==> src/rtl/evid_pkg.sv <==
package evid_pkg;
   localparam int ERRW = 10;
   localparam int E_HDR  = 0;
   localparam int E_TRL  = 1;
   localparam int E_FLAG = 2;
   localparam int E_SYNC = 3;
   localparam int E_HIT  = 4;
   localparam int E_L1   = 5;
   localparam int E_BC   = 6;
   localparam int E_TMO  = 7;
   localparam int E_AFUL = 8;
   localparam int E_OVF  = 9;

   typedef enum logic [2:0] {
      K_FLAG = 3'b000,
      K_HDR  = 3'b001,
      K_TRL  = 3'b010,
      K_RAW  = 3'b011,
      K_HIT  = 3'b100
   } kind_e;

   function automatic kind_e pkt_kind(input logic [15:0] d);
      if (d[15]) return K_HIT;
      return kind_e'(d[15:13]);
   endfunction
endpackage

==> src/rtl/evid_pkt_decode.sv <==
module evid_pkt_decode
   import evid_pkg::*;
#(
   parameter int NLINK = 12,
   parameter int L1W   = 24,
   parameter int LINKW = 4
) (
   input  logic [L1W-1:0]     evt_l1id,
   input  logic [7:0]         evt_bcid,
   input  logic [2*NLINK-1:0] dyn_mask,
   input  logic               bcid_chk_en,
   input  logic [15:0]        pkt_data,
   input  logic [LINKW-1:0]   pkt_link,
   input  logic               pkt_cond,
   input  logic               pkt_tmo,
   output kind_e              kind,
   output logic [ERRW-1:0]    err
);
   localparam int NSLOT = 1 << LINKW;

   logic [3:0] exp_nib [NSLOT];

   for (genvar g = 0; g < NSLOT; g++) begin : g_slot
      if (g < NLINK) begin : g_adj
         logic [L1W-1:0] adj;
         always_comb begin
            unique case (dyn_mask[2*g +: 2])
               2'b01:   adj = evt_l1id + L1W'(1);
               2'b10:   adj = evt_l1id - L1W'(1);
               default: adj = evt_l1id;
            endcase
            exp_nib[g] = adj[3:0];
         end
      end else begin : g_pad
         assign exp_nib[g] = evt_l1id[3:0];
      end
   end

   logic [3:0] sel_nib;
   assign sel_nib = exp_nib[pkt_link];

   always_comb begin
      kind = pkt_kind(pkt_data);
      err  = '0;
      unique case (kind)
         K_HDR: begin
            err[E_HDR] = pkt_data[12];
            err[E_L1]  = (pkt_data[11:8] != sel_nib);
            err[E_BC]  = bcid_chk_en && (pkt_data[7:0] != evt_bcid);
         end
         K_TRL: begin
            err[E_TRL]  = pkt_data[12];
            err[E_AFUL] = pkt_data[11];
            err[E_OVF]  = pkt_data[10];
         end
         K_FLAG:  err[E_FLAG] = 1'b1;
         K_RAW:   err[E_SYNC] = 1'b1;
         default: err[E_HIT]  = pkt_cond && (pkt_data[2] || pkt_data[3]);
      endcase
      err[E_TMO] = pkt_tmo;
   end
endmodule

==> src/rtl/evid_err_tally.sv <==
module evid_err_tally
   import evid_pkg::*;
#(
   parameter int NLINK = 12,
   parameter int LINKW = 4,
   parameter int CNTW  = 8,
   parameter int GCNTW = 16
) (
   input  logic                  clk,
   input  logic                  rst_n,
   input  logic                  acc_en,
   input  logic [LINKW-1:0]      acc_link,
   input  logic [ERRW-1:0]       acc_err,
   input  logic                  close,
   input  logic [ERRW*NLINK-1:0] err_mask,
   output logic [CNTW*NLINK-1:0] link_cnt,
   output logic [GCNTW-1:0]      glob_cnt,
   output logic [ERRW-1:0]       summary
);
   logic [ERRW-1:0]  masked [NLINK];
   logic [NLINK-1:0] hit;

   for (genvar g = 0; g < NLINK; g++) begin : g_link
      logic [ERRW-1:0] pend;
      logic [CNTW-1:0] cnt;

      assign masked[g] = pend & err_mask[g*ERRW +: ERRW];
      assign hit[g]    = |masked[g];
      assign link_cnt[g*CNTW +: CNTW] = cnt;

      always_ff @(posedge clk) begin
         if (!rst_n) begin
            pend <= '0;
            cnt  <= '0;
         end else if (close) begin
            pend <= '0;
            if (hit[g]) cnt <= cnt + CNTW'(1);
         end else if (acc_en && acc_link == LINKW'(g)) begin
            pend <= pend | acc_err;
         end
      end
   end

   logic [ERRW-1:0] or_all;
   always_comb begin
      or_all = '0;
      for (int i = 0; i < NLINK; i++) or_all |= masked[i];
   end

   always_ff @(posedge clk) begin
      if (!rst_n) begin
         glob_cnt <= '0;
         summary  <= '0;
      end else if (close) begin
         glob_cnt <= glob_cnt + GCNTW'($countones(hit));
         summary  <= or_all;
      end
   end
endmodule

==> src/rtl/evid_half_packer.sv <==
module evid_half_packer #(
   parameter int WCW = 12
) (
   input  logic           clk,
   input  logic           rst_n,
   input  logic           a_vld,
   input  logic [15:0]    a_hw,
   input  logic           b_vld,
   input  logic [15:0]    b_hw,
   input  logic           flush,
   output logic           out_vld,
   output logic [31:0]    out_word,
   output logic           done,
   output logic [WCW-1:0] word_count
);
   logic           pend_v;
   logic [15:0]    pend_hw;
   logic [WCW-1:0] wc;
   logic [15:0]    h0;
   logic           two, any;

   assign h0  = a_vld ? a_hw : b_hw;
   assign two = a_vld && b_vld;
   assign any = a_vld || b_vld;

   always_ff @(posedge clk) begin
      if (!rst_n) begin
         pend_v     <= 1'b0;
         pend_hw    <= '0;
         wc         <= '0;
         out_vld    <= 1'b0;
         out_word   <= '0;
         done       <= 1'b0;
         word_count <= '0;
      end else begin
         out_vld <= 1'b0;
         done    <= 1'b0;
         if (flush) begin
            done <= 1'b1;
            wc   <= '0;
            if (pend_v) begin
               out_vld    <= 1'b1;
               out_word   <= {16'h0000, pend_hw};
               pend_v     <= 1'b0;
               word_count <= wc + WCW'(1);
            end else begin
               word_count <= wc;
            end
         end else if (any) begin
            if (pend_v) begin
               out_vld  <= 1'b1;
               out_word <= {h0, pend_hw};
               wc       <= wc + WCW'(1);
               pend_v   <= two;
               pend_hw  <= b_hw;
            end else if (two) begin
               out_vld  <= 1'b1;
               out_word <= {b_hw, a_hw};
               wc       <= wc + WCW'(1);
            end else begin
               pend_v  <= 1'b1;
               pend_hw <= h0;
            end
         end
      end
   end
endmodule

==> src/rtl/evid_pack_engine.sv <==
module evid_pack_engine
   import evid_pkg::*;
#(
   parameter int NLINK = 12,
   parameter int L1W   = 24,
   parameter int CNTW  = 8,
   parameter int GCNTW = 16,
   parameter int WCW   = 12,
   localparam int LINKW = (NLINK > 1) ? $clog2(NLINK) : 1
) (
   input  logic                  clk,
   input  logic                  rst_n,
   input  logic                  bcid_chk_en,
   input  logic [L1W-1:0]        evt_l1id,
   input  logic [7:0]            evt_bcid,
   input  logic [2*NLINK-1:0]    dyn_mask,
   input  logic [10*NLINK-1:0]   err_mask,
   input  logic                  pkt_valid,
   input  logic                  pkt_last,
   input  logic [LINKW-1:0]      pkt_link,
   input  logic                  pkt_cond,
   input  logic                  pkt_tmo,
   input  logic [15:0]           pkt_data,
   output logic                  out_valid,
   output logic [31:0]           out_word,
   output logic                  evt_done,
   output logic [WCW-1:0]        evt_word_count,
   output logic [9:0]            evt_err_summary,
   output logic [CNTW*NLINK-1:0] link_err_count,
   output logic [GCNTW-1:0]      global_err_count
);
   if (NLINK < 2)  begin : g_bad_nlink $error("NLINK must be at least 2"); end
   if (L1W < 4)    begin : g_bad_l1w   $error("L1W must be at least 4"); end
   if (CNTW < 1 || GCNTW < 1 || WCW < 2) begin : g_bad_cnt $error("counter widths too small"); end

   kind_e           kind;
   logic [ERRW-1:0] perr;

   evid_pkt_decode #(.NLINK(NLINK), .L1W(L1W), .LINKW(LINKW)) u_dec (
      .evt_l1id(evt_l1id), .evt_bcid(evt_bcid), .dyn_mask(dyn_mask),
      .bcid_chk_en(bcid_chk_en), .pkt_data(pkt_data), .pkt_link(pkt_link),
      .pkt_cond(pkt_cond), .pkt_tmo(pkt_tmo), .kind(kind), .err(perr)
   );

   // header hold stage
   logic             hold_v, hold_e, flush_q;
   logic [15:0]      hold_d;
   logic [LINKW-1:0] hold_l;
   logic             trl_clean, drop_hdr, a_vld, b_vld;

   assign trl_clean = (kind == K_TRL) && !(pkt_data[12] || pkt_data[11] || pkt_data[10]) && !pkt_tmo;
   assign drop_hdr  = hold_v && pkt_valid && trl_clean && (pkt_link == hold_l) && !hold_e;
   assign a_vld     = hold_v && pkt_valid && !drop_hdr;

   always_comb begin
      unique case (kind)
         K_HDR:   b_vld = pkt_valid && pkt_last;
         K_TRL:   b_vld = pkt_valid && (pkt_data[12] || pkt_data[11]);
         default: b_vld = pkt_valid;
      endcase
   end

   always_ff @(posedge clk) begin
      if (!rst_n) begin
         hold_v  <= 1'b0;
         hold_e  <= 1'b0;
         hold_d  <= '0;
         hold_l  <= '0;
         flush_q <= 1'b0;
      end else begin
         flush_q <= pkt_valid && pkt_last;
         if (pkt_valid) begin
            hold_v <= (kind == K_HDR) && !pkt_last;
            hold_e <= |perr;
            hold_d <= pkt_data;
            hold_l <= pkt_link;
         end
      end
   end

   evid_err_tally #(.NLINK(NLINK), .LINKW(LINKW), .CNTW(CNTW), .GCNTW(GCNTW)) u_tally (
      .clk(clk), .rst_n(rst_n), .acc_en(pkt_valid), .acc_link(pkt_link),
      .acc_err(perr), .close(flush_q), .err_mask(err_mask),
      .link_cnt(link_err_count), .glob_cnt(global_err_count),
      .summary(evt_err_summary)
   );

   evid_half_packer #(.WCW(WCW)) u_pack (
      .clk(clk), .rst_n(rst_n), .a_vld(a_vld), .a_hw(hold_d),
      .b_vld(b_vld), .b_hw(pkt_data), .flush(flush_q),
      .out_vld(out_valid), .out_word(out_word), .done(evt_done),
      .word_count(evt_word_count)
   );
endmodule

==> config.mk <==
export PLATFORM = sky130hd
export DESIGN_NAME = evid_pack_engine
export DESIGN_NICKNAME = d
export VERILOG_FILES = /design/src/rtl/evid_pkg.sv /design/src/rtl/evid_pkt_decode.sv /design/src/rtl/evid_err_tally.sv /design/src/rtl/evid_half_packer.sv /design/src/rtl/evid_pack_engine.sv
export SDC_FILE = /design/constraint.sdc
export NUM_CORES = 1
export LEC_CHECK = 0
export BUFFER_PORTS_ARGS = -buffer_cell sky130_fd_sc_hd__buf_2
export CAP_MARGIN = 10
export CELL_PAD_IN_SITES_DETAIL_PLACEMENT = 0
export CELL_PAD_IN_SITES_GLOBAL_PLACEMENT = 1
export CORE_ASPECT_RATIO = 0.7
export CORE_MARGIN = 2
export CORE_UTILIZATION = 37
export DETAILED_ROUTE_END_ITERATION = 10
export HOLD_SLACK_MARGIN = 0.02
export PLACE_DENSITY_LB_ADDON = 0.1
export SYNTH_ARGS = -nofsm -noshare
export SYNTH_HDL_FRONTEND = slang
export SYNTH_SLANG_ARGS = --single-unit
==> constraint.sdc <==
create_clock -name clk -period 4.2 [get_ports clk]
set_input_delay 0.21 -clock clk [delete_from_list [all_inputs] [get_ports clk]]
set_output_delay 0.21 -clock clk [all_outputs]
set_load 0.005 [all_outputs]
==> summary.md, run 1 <==
• **arrival time of data at the critical path endpoint** 5.03 ns
• **# port buffers** 350
• **worst-case headroom to the max-slew limit** 0.159
• **post-detailed-routing wire length** 61.7 mm
• **mean instance size in the synthesized netlist** 8.55 µm²
• **number of filler instances in the final layout** 4537
• **Highest Clock Rate** 217 MHz
• **Post-DP HPWL** 44.9 mm
• **initial antenna violation count** 27
• **final hold viol count** 0
• **setup slack at placement** -0.588 ns
• **CTS Root Buffer Type** clkbuf_16
• **leading post-synthesis cells by cell area** dfxtp_1 (40%), nand2_1 (5.6%), and2_1 (4.0%), mux2i_1 (3.9%), ha_1 (3.9%)
• **biggest area consumer among synthesized cells** dfxtp_1
• **number of buffers on the longest clock path** 3
• **Final Cycle Share** 1.10
• **Crit Reg-Reg Startpoint** u_tally.g_link[7].pend[6]
• **final std cells w/o fill** 3166
• **top cells by count, synth** dfxtp_1 (340), nand2_1 (257), nor2_1 (159)
• **initial standard-cell utilization of the core** 0.373
• **Hold Path Stages** 3
• **post-layout power** 7320 µW
• **die height** 184 µm
• **Hold Path Class** in -> reg
• **number of warnings reported in the yosys synthesis log** 0
• **destination of the worst hold path** hold_d[8]
• **Main synth FF type** dfxtp_1
• **capture point of the worst reg-to-reg path** u_tally.glob_cnt[15]
• **number of flops mapped to enable cells by yosys** 0
• **total CTS buffers** 37
• **final sum of negative setup slack** -3.12 ns
• **start point of the worst hold path** pkt_data[8]
• **ANT nets after route** 0
• **DRT iter0 DRCs** 1213
• **die extent in x** 262 µm
• **Max FO, Critical Path** 3
• **register bit total from synthesis** 340
• **setup repair after global routing missed its margin** true
• **kind of start point of the critical path** register
• **area growth from synthesis to final layout** 30.4%
• **share of layout cells above drive strength 1** 0.272
• **Post-Synthesis Net Count** 2281
• **vias in the first global route** 15900
• **last weighted congestion value of the routability-driven placer** 0.889
• **Pre-antenna DRT Iters** 6
• **Vias** 16700
• **Worst Hold Slack** 0.0493 ns
• **final layout net count** 2775
• **H-tree levels** 2
• **final critical-path setup slack** -0.410 ns
• **final-report max-slew violation count** 0
• **total standard cell area after synthesis** 17200 µm²
• **library cell with the highest instance count after synthesis** dfxtp_1
• **total placed cells including tap cells** 3020
• **first-pass GRT wire length** 93.3 mm
• **synthesized netlist cell count** 2015
• **Min Clock Period, post-route** 4.61 ns
• **Fin Clk Skew** 0.0253 ns
• **vias per cell** 5.27
• **type of the setup path with the least slack** reg -> reg
• **Worst-Margin Slew** 1.26 ns
• **Die Footprint** 48300 µm²
• **cell count of the worst reg-to-reg path** 20
• **PwrDens** 326 nW/µm²
• **TritonCTS clock tree** done
• **portion of synthesized cell area occupied by the leading cell type** 0.395
• **routed wirelength normalized by instance count** 19.5 µm
• **total DRC errors in the routed layout** 0
• **Worst setup EP type** register
• **Worst Path Required** 4.62 ns
• **register-to-register setup slack** -0.41 ns
• **violations in the final reports** negative setup slack
• **clock latency on the worst-skew pair** 0.54 ns
• **clock net sink count** 340
• **pin count of the biggest net entering global routing** 109
• **aggregate global-route resource usage** 0.248
• **max_cap viols** 0
• **final count of negative-setup-slack endpoints** 11
• **Reg clk slew, reported paths** 0.06 ns
• **result of the run** finished with violations
• **largest vdd supply drop** 0.000209 V
• **register area share after synthesis** 0.395
• **async set-or-reset flop fraction in the synthesized netlist** 0
• **number of library cell types mapped by synthesis** 75
• **top-level port count** 371
• **Congestion Overflow GR** 0
• **Lkg Pwr** 0.0104 µW
• **standard cell core area** 46200 µm²
• **number of rows created at floorplan** 66
==> report_power, final <==
| group | switching (µW) | internal (µW) | total, µW | leakage, µW |
|---|---|---|---|---|
| registers | 42.2 | 3280 | 3320 | 0.00275 |
| logic | 470 | 318 | 788 | 0.00710 |
| clock network | 1390 | 1820 | 3210 | 0.000569 |
==> registers in the layout (all words and copies together) (netlist names), 4 cells and up <==
name                 cells
hold_d                  16
hold_l                   4
u_pack.out_word         32
u_pack.pend_hw          16
u_pack.wc               12
u_pack.word_count       12
u_tally.g_link.cnt      96
u_tally.g_link.pend    120
u_tally.glob_cnt        16
u_tally.summary         10
==> cell usage in the layout, fill, tap and decap left out, drive strengths merged, types with 14 or more instances in the layout <==
cell type | netlist | layout
nor2 | 159 | 159
nor4 | 14 | 14
xnor2 | 50 | 50
dfxtp | 340 | 340
nand3 | 51 | 51
xor2 | 71 | 71
o21ai | 83 | 83
diode | 0 | 17
mux2i | 67 | 67
a211oi | 18 | 18
nor2b | 38 | 38
a21oi | 124 | 124
nand2 | 258 | 258
a21boi | 27 | 27
nor3 | 30 | 30
nand4 | 52 | 52
ha | 53 | 53
buf | 21 | 560
a221oi | 17 | 17
clkbuf | 94 | 57
or3 | 19 | 19
o211a | 48 | 48
and3 | 22 | 22
and2 | 109 | 109
inv | 62 | 66
a2111oi | 16 | 16
a22oi | 44 | 44
==> worst max-delay path by stage <==
stage,from,endpoint,cells after the start
floorplan,u_tally.g_link[6].pend[1],u_tally.glob_cnt[15],19
global placement,err_mask[50],u_tally.glob_cnt[15],23
detailed placement,err_mask[9],u_tally.glob_cnt[15],24
CTS,u_tally.g_link[7].pend[0],u_tally.glob_cnt[15],20
global route,u_tally.g_link[7].pend[6],u_tally.glob_cnt[15],20
finish,u_tally.g_link[7].pend[6],u_tally.glob_cnt[15],20
==> kinds of logic (layout without fill, tap and decap cells) <==
group / count (synthesis) / after routing / share of synthesized area
adder cells (fa/ha/maj): 63 / 63 / 0.0501
multiplexers: 72 / 72 / 0.0435
other: 0 / 17 / 0
AND/OR/NAND/NOR: 789 / 789 / 0.223
buffers and inverters: 177 / 699 / 0.0416
AO/OA/AOI/OAI: 453 / 453 / 0.184
XOR/XNOR: 121 / 121 / 0.0620
flip-flops: 340 / 340 / 0.395
==> repair_timing <==
item	CTS	global route
setup buffers	58	13
endpoints found under the hold margin	11	0
hold buffers	10	0
setup endpoints to repair	12	18
resized for setup	35	23
pin swaps	25	15
==> area by class of cell <==
cell class	count	area, µm²	area share
multi-input combinational	1498	9940	0.443
sequential	340	6810	0.303
timing repair buffer	570	3490	0.155
clock buffer	57	1060	0.0473
tap	612	766	0.0341
inverter	62	233	0.0104
clock inverter	10	104	0.00463
antenna	17	42.5	0.00190
==> layer usage <==
layer / share of wire / GRT usage
met5: 0.0018 / 0
met4: 0.023 / 0.0759
met3: 0.064 / 0.0503
met2: 0.44 / 0.382
met1: 0.47 / 0.348
==> critical path, stage by stage, from the launching register on <==
cell and delay (ns):
dfxtp_2 0.32, nand2_2 0.08, nand4_1 0.27, a221oi_4 0.37, nand3_2 0.17, ha_4 0.20, fa_1 0.47, fa_1 0.54
inv_2 0.04, fa_2 0.53, inv_2 0.05, ha_4 0.15, fa_2 0.34, a21o_1 0.18, a21o_1 0.17, and3_4 0.19
inv_2 0.07, nor2_4 0.04, nand4_1 0.10, xnor2_1 0.07, and2_1 0.14
==> metrics by stage <==
| step | util | instance area, µm² |
|---|---|---|
| 3_3_place_gp | 0.445 | 20500 |
| 4_1_cts | 0.484 | 22300 |
| 5_1_grt | 0.486 | 22400 |
| 6_report | 0.486 | 22400 |
| 3_5_place_dp | 0.445 | 20500 |
| 2_1_floorplan | - | 17300 |
(Power assumes the default switching activity.)
==> run 2: changes to the inputs <==
--- a/config.mk
+++ b/config.mk
@@ -15,6 +15,7 @@
 export DETAILED_ROUTE_END_ITERATION = 10
 export HOLD_SLACK_MARGIN = 0.02
 export PLACE_DENSITY_LB_ADDON = 0.1
+export REMOVE_ABC_BUFFERS = 1
 export SYNTH_ARGS = -nofsm -noshare
 export SYNTH_HDL_FRONTEND = slang
 export SYNTH_SLANG_ARGS = --single-unit
==> run 2 against run 1 <==
The flow still finishes with violations (negative setup slack). Combinational power rose by 2%. Non-clock buffer count rose by 2. Cell count unchanged. First-iteration DRC count is 13% higher. Design area is 0.11% lower. Register-to-register slack better by 0.096 ns. Utilization is 0.052 points lower. Critical path depth grew 1. Critical endpoint unchanged. Largest power group is now the clock network. Highest routed layer unchanged.
==> summary.md, run 2 (synthesized netlist as in run 1, its figures left out) <==
• **Vias** 16600, -0.78%
• **final critical-path setup slack** -0.314 ns, +0.0961 ns
• **CP cell instances** nand2_2, nand4_1, a221oi_4, nand3_1, buf_6, ha_4, fa_1, fa_1, inv_2, fa_1, inv_2, ha_4, fa_2, a21o_1, a21o_1, and3_4, inv_2, nor2_4, nand4_1, xnor2_1, and2_1
• **Worst Path Required** 4.64 ns, +0.02 ns
• **standard cell core area** 46200 µm², unchanged
• **total placed cells including tap cells** 3042, +0.73%
• **result of the run** finished with violations
• **GR Layer Usage met2** 0.373, -0.00908
• **max_cap viols** 0, unchanged
• **global-route met1 utilization** 0.366, +0.0177
• **share of layout cells above drive strength 1** 0.270, -0.00190
• **Worst-Margin Slew** 1.14 ns, -0.123 ns
• **met3 usage in global routing** 0.0353, -0.0150
• **Reg clk slew, reported paths** 0.06 ns, about the same
• **Final Cycle Share** 1.07, -0.0229
• **Crit Reg-Reg Startpoint** u_tally.g_link[10].pend[9]
• **Congestion Overflow GR** 0, unchanged
• **DRT iter0 DRCs** 1365, +13%
• **final layout net count** 2777, +0.072%
• **# port buffers** 350, unchanged
• **pin count of the biggest net entering global routing** 78, -28%
• **number of rows created at floorplan** 66, unchanged
• **clock latency on the worst-skew pair** 0.55 ns, about the same
• **Gate power share** 0.107, about the same
• **final design area excluding fillers** 22400 µm², -0.11%
• **final count of negative-setup-slack endpoints** 12, +1
• **CTS Root Buffer Type** clkbuf_16
• **vias in the first global route** 15600, -2.1%
• **H-tree levels** 2, unchanged
• **total DRC errors in the routed layout** 0, unchanged
• **routed wirelength normalized by instance count** 19.5 µm, about the same
• **start point of the worst hold path** err_mask[38]
• **setup repair after global routing missed its margin** true
• **GRT busiest layer** met2
• **TritonCTS clock tree** done
• **kind of start point of the critical path** register
• **initial antenna violation count** 13, -52%
• **vias per cell** 5.23, -0.78%
• **final hold viol count** 0, unchanged
• **placed cell area** 20700 µm², +0.62%
• **aggregate global-route resource usage** 0.248, -0.000694
• **Highest Clock Rate** 222 MHz, +2.1%
• **largest reg by FF count** u_tally.g_link.pend
• **number of flip-flops in the largest register** 120, unchanged
• **switching pwr** 1900 µW, +0.27%
• **die height** 184 µm, unchanged
• **P_int** 5540 µW, +2.3%
• **Lkg Pwr** 0.0104 µW, +0.17%
• **largest vdd supply drop** 0.000253 V, +21%
• **final-report max-slew violation count** 0, unchanged
• **last weighted congestion value of the routability-driven placer** 0.908, +2.2%
• **PwrDens** 332 nW/µm², +1.9%
• **first-pass GRT wire length** 92.8 mm, -0.56%
• **ANT nets after route** 0, unchanged
• **critical path buffer and inverter count** 4, +1
• **Critical path origin** u_tally.g_link[10].pend[9]
• **slowest stage delay, CP** 0.53 ns, about the same
• **final std cells w/o fill** 3166, unchanged
• **die extent in x** 262 µm, unchanged
• **post-detailed-routing wire length** 61.8 mm, about the same
• **slowest cell on the critical path** fa_1
• **Hold Path Class** in -> reg
• **type of the setup path with the least slack** reg -> reg
• **number of buffers on the longest clock path** 3, unchanged
• **top-level port count** 371, unchanged
• **part of the total power dissipated in the clock network** 0.448, +0.010
• **arrival time of data at the critical path endpoint** 4.95 ns, -0.08 ns
• **Min Clock Period, post-route** 4.51 ns, -0.0961 ns
• **most frequent cells in the layout** buf_2 (349), dfxtp_1 (337), nand2_1 (252), buf_4 (210), nor2_1 (158)
• **Largest delay share family, worst path** adder cells
• **area growth from synthesis to final layout** 30.2%
• **worst-case headroom to the max-slew limit** 0.238, +0.0795
• **Die Footprint** 48300 µm², unchanged
• **switching power as a share of total power** 0.256, -0.00379
• **clock net sink count** 340, unchanged
• **Worst setup EP type** register
• **total CTS buffers** 37, unchanged
• **Pre-antenna DRT Iters** 6, unchanged
• **Max FO, Critical Path** 3, unchanged
• **proportion of power drawn by flip-flops and latches** 0.445, -0.009
• **Post-DP HPWL** 45.3 mm, +0.84%
• **commonest non-fill, non-tap cell in the layout** buf_2
• **violations in the final reports** negative setup slack
• **biggest regs** u_tally.g_link.pend x120, u_tally.g_link.cnt x96, u_pack.out_word x32
• **post-layout power** 7450 µW, +1.8%
• **Fin Clk Skew** 0.0327 ns, +0.00737 ns
• **initial standard-cell utilization of the core** 0.373, unchanged
[run 2: metrics by stage]
stage | setup WS (ns) | setup TNS, ns | hold slack (ns) | utilization
floorplan | -0.137 | -0.391 | 0.332 | -
global placement | -0.826 | -7.56 | 0.437 | 0.447
detailed placement | -0.885 | -8.70 | 0.442 | 0.447
CTS | -0.260 | -1.64 | 0.0429 | 0.484
global route | -0.483 | -4.08 | 0.0687 | 0.486
finish | -0.314 | -2.12 | 0.0650 | 0.486
[run 2: worst paths after layout]
path	to	slack, ns	depth (start not counted)
setup / recovery	u_tally.glob_cnt[15]	-0.31	21
hold / removal	u_tally.summary[8]	0.07	4
setup reg to reg	u_tally.glob_cnt[15]	-0.31	21
hold reg to reg	u_tally.summary[9]	0.45	2
[run 2: cell type report]
class                   instances  area [µm²]
fillers                      4512       23700
multi-input cells            1498        9880
flip-flops and latches        340        6810
repair buffers                572        3470
clock buffers                  59        1150
well taps                     612         766
inverters                      62         233
clock inverters                 9        77.6
diodes                         14        35.0
[run 2: what timing repair did]
| action | 4_1_cts | 5_1_grt |
|---|---|---|
| pin swaps | 20 | 4 |
| endpoints found under the setup margin | 14 | 13 |
| gates resized for setup | 33 | 8 |
| buffers inserted | 34 | 4 |
| endpoints found under the hold margin | 10 | 0 |
| hold buffers | 9 | 0 |
[run 2: per-layer routing]
layer  up-vias  wire length, µm
met5         -               13
met4         2             1330
met3        78             3890
met2       506            26600
met1      7868            30000
li1       8112                -
[run 2: tightest hold or removal path, stage by stage]
cell,delay [ns]
buf_2,0.09
a22oi_1,0.06
nand4_1,0.10
a22o_1,0.12
[run 2: power by group through the flow]
stage | combinational (µW) | sequential (µW) | clock, µW
after detailed placement | 779 | 3380 | 0
final | 800 | 3310 | 3330
after CTS | 792 | 3310 | 3430
after global routing | 868 | 3320 | 3560
after global placement | 779 | 3380 | 0
after floorplan | 358 | 3390 | 0
==> run 3: changes to the inputs <==
--- a/config.mk
+++ b/config.mk
@@ -5,7 +5,7 @@
 export SDC_FILE = /design/constraint.sdc
 export NUM_CORES = 1
 export LEC_CHECK = 0
-export BUFFER_PORTS_ARGS = -buffer_cell sky130_fd_sc_hd__buf_2
+export BUFFER_PORTS_ARGS = -buffer_cell sky130_fd_sc_hd__buf_4
 export CAP_MARGIN = 10
 export CELL_PAD_IN_SITES_DETAIL_PLACEMENT = 0
 export CELL_PAD_IN_SITES_GLOBAL_PLACEMENT = 1
==> constraint.sdc (replaced) <==
create_clock -name clk -period 4.2 [get_ports clk]
set_input_delay 0.21 -clock clk [delete_from_list [all_inputs] [get_ports clk]]
set_output_delay 0.21 -clock clk [all_outputs]
set_load 0.05 [all_outputs]
==> run 3 against run 2 <==
The run still ends with negative setup slack left. Largest cell class unchanged. Global-route usage up 0.27 points. Non-clock buffer count up 16. Cell count up 0.35%. Sequential power about the same. Count of clock-buffer cells in the layout down 7.
==> summary.md, run 3 (synthesized netlist as in run 1, its figures left out) <==
• **aggregate global-route resource usage** 0.250, +0.00271
• **Final Cycle Share** 1.04, -0.0300
• **number of flip-flops in the largest register** 120, unchanged
• **Post-DP HPWL** 45.8 mm, +0.99%
• **switching pwr** 2010 µW, +5.7%
• **last weighted congestion value of the routability-driven placer** 0.950, +4.6%
• **Highest Clock Rate** 228 MHz, +2.9%
• **pin count of the biggest net entering global routing** 77, -1.3%
• **setup repair after global routing missed its margin** true
• **final std cells w/o fill** 3177, +0.35%
• **largest vdd supply drop** 0.000212 V, -16%
• **violations in the final reports** negative setup slack
• **worst-case headroom to the max-slew limit** 0.206, -0.0320
• **final standard cell utilization of the core** 0.509, +0.0232
• **final count of negative-setup-slack endpoints** 8, -4
• **number of buffers on the longest clock path** 3, unchanged
• **Fin Clk Skew** 0.0148 ns, -0.0179 ns
• **total DRC errors in the routed layout** 0, unchanged
• **most frequent cells in the layout** buf_4 (565), dfxtp_1 (333), nand2_1 (248), nor2_1 (158), a21oi_1 (123)
• **vias in the first global route** 15800, +1.3%
• **routed wirelength normalized by instance count** 19.8 µm, +1.2%
• **share of layout cells above drive strength 1** 0.279, +0.00859
• **Gate power share** 0.126, +0.019
• **Hold Path Class** in -> reg
• **total placed cells including tap cells** 3023, -0.62%
• **post-detailed-routing wire length** 62.8 mm, +1.6%
• **vias per cell** 5.29, +1.2%
• **initial antenna violation count** 10, -3
• **placed cell area** 21400 µm², +3.5%
• **type of the setup path with the least slack** reg -> reg
• **part of the total power dissipated in the clock network** 0.433, -0.015
• **biggest regs** u_tally.g_link.pend x120, u_tally.g_link.cnt x96, u_pack.out_word x32
• **ANT nets after route** 0, unchanged
• **commonest non-fill, non-tap cell in the layout** buf_4
• **Worst-Margin Slew** 1.19 ns, +0.0478 ns
• **proportion of power drawn by flip-flops and latches** 0.441, -0.004
• **P_int** 5500 µW, -0.71%
• **max_cap viols** 0, unchanged
• **initial standard-cell utilization of the core** 0.373, unchanged
• **number of filler instances in the final layout** 4461, -1.1%
• **arrival time of data at the critical path endpoint** 4.82 ns, -0.13 ns
• **Worst setup EP type** register
• **clock net sink count** 340, unchanged
• **final critical-path setup slack** -0.188 ns, +0.126 ns
• **switching power as a share of total power** 0.268, +0.0120
• **final-report max-slew violation count** 0, unchanged
• **TritonCTS clock tree** done
• **post-layout power** 7510 µW, +0.92%
• **Pre-antenna DRT Iters** 5, -1
• **largest reg by FF count** u_tally.g_link.pend
• **Min Clock Period, post-route** 4.39 ns, -0.126 ns
• **final layout net count** 2793, +0.58%
• **die height** 184 µm, unchanged
• **clock latency on the worst-skew pair** 0.54 ns, about the same
• **Die Footprint** 48300 µm², unchanged
• **result of the run** finished with violations
• **area growth from synthesis to final layout** 36.4%
• **CTS Root Buffer Type** clkbuf_16
• **number of rows created at floorplan** 66, unchanged
• **Reg clk slew, reported paths** 0.06 ns, about the same
• **final design area excluding fillers** 23500 µm², +4.8%
• **Lkg Pwr** 0.0107 µW, +2.5%
• **Vias** 16800, +1.5%
• **kind of start point of the critical path** register
• **Max FO, Critical Path** 3, unchanged
• **Congestion Overflow GR** 0, unchanged
• **total CTS buffers** 37, unchanged
• **H-tree levels** 2, unchanged
• **first-pass GRT wire length** 93.3 mm, +0.55%
• **setup slack at placement** -1.02 ns, -0.138 ns
• **top-level port count** 371, unchanged
• **# port buffers** 350, unchanged
• **PwrDens** 320 nW/µm², -3.7%
• **final hold viol count** 0, unchanged
• **Worst Path Required** 4.63 ns, about the same
• **DRT iter0 DRCs** 1233, -9.7%
• **die extent in x** 262 µm, unchanged
• **standard cell core area** 46200 µm², unchanged
==> run 3: path summary, 6_finish.rpt <==
kind | start | endpoint | slack (ns) | cells past startpoint
max | u_tally.g_link[10].pend[6] | u_tally.glob_cnt[15] | -0.19 | 20
min | err_mask[32] | u_tally.summary[2] | 0.07 | 4
max reg2reg | u_tally.g_link[10].pend[6] | u_tally.glob_cnt[15] | -0.19 | 20
min reg2reg | u_tally.summary[4] | u_tally.summary[4] | 0.45 | 2
==> run 3: area by class of cell <==
class | count | area (µm²) | area share
antenna | 10 | 25.0 | 0.00107
clock buffer | 52 | 1060 | 0.0452
clock inverter | 15 | 130 | 0.00554
inverter | 62 | 233 | 0.00991
multi-input combinational | 1498 | 9970 | 0.425
sequential | 340 | 6820 | 0.290
tap | 612 | 766 | 0.0326
timing repair buffer | 588 | 4490 | 0.191
==> run 3: repair_timing <==
action                                 in CTS  in global routing
gates cloned                                0                  0
pin swaps                                  23                 22
endpoints found under the hold margin      17                  0
setup endpoints to repair                  14                 17
gates resized for setup                    34                 31
hold buffers                               16                  0
buffers inserted                           59                 14
==> run 3: metrics by stage <==
stage	hold WS (ns)	TNS [ns]
2_1_floorplan	0.332	-0.523
3_3_place_gp	0.436	-9.37
3_5_place_dp	0.443	-10.52
4_1_cts	0.0442	-2.20
5_1_grt	0.0617	-2.59
6_report	0.0697	-0.903
==> run 3: metal layers <==
| layer | track usage | share of wire |
|---|---|---|
| met1 | 0.365 | 0.48 |
| met2 | 0.375 | 0.43 |
| met5 | 0 | 0.00043 |
| met3 | 0.0430 | 0.063 |
| met4 | 0.0739 | 0.022 |
==> run 3: critical path, cell delays in order (launching register included) <==
cell	delay [ns]
dfxtp_2	0.33
nand2_2	0.06
nand4_1	0.15
a221oi_4	0.34
nand3_4	0.18
ha_4	0.21
fa_1	0.46
fa_1	0.50
inv_1	0.05
fa_1	0.50
inv_2	0.05
ha_4	0.16
fa_2	0.34
a21o_1	0.17
a21o_1	0.19
and3_4	0.19
inv_2	0.06
nor2_4	0.04
nand4_1	0.08
xnor2_1	0.07
and2_1	0.14
==> run 3: power by group through the flow <==
stage                     Clock [µW]  Combinational, µW  Sequential [µW]
after floorplan                    0                358             3470
after global placement             0                911             3380
after detailed placement           0                912             3390
after CTS                       3340                939             3310
after global routing            3470               1020             3320
final                           3250                949             3310
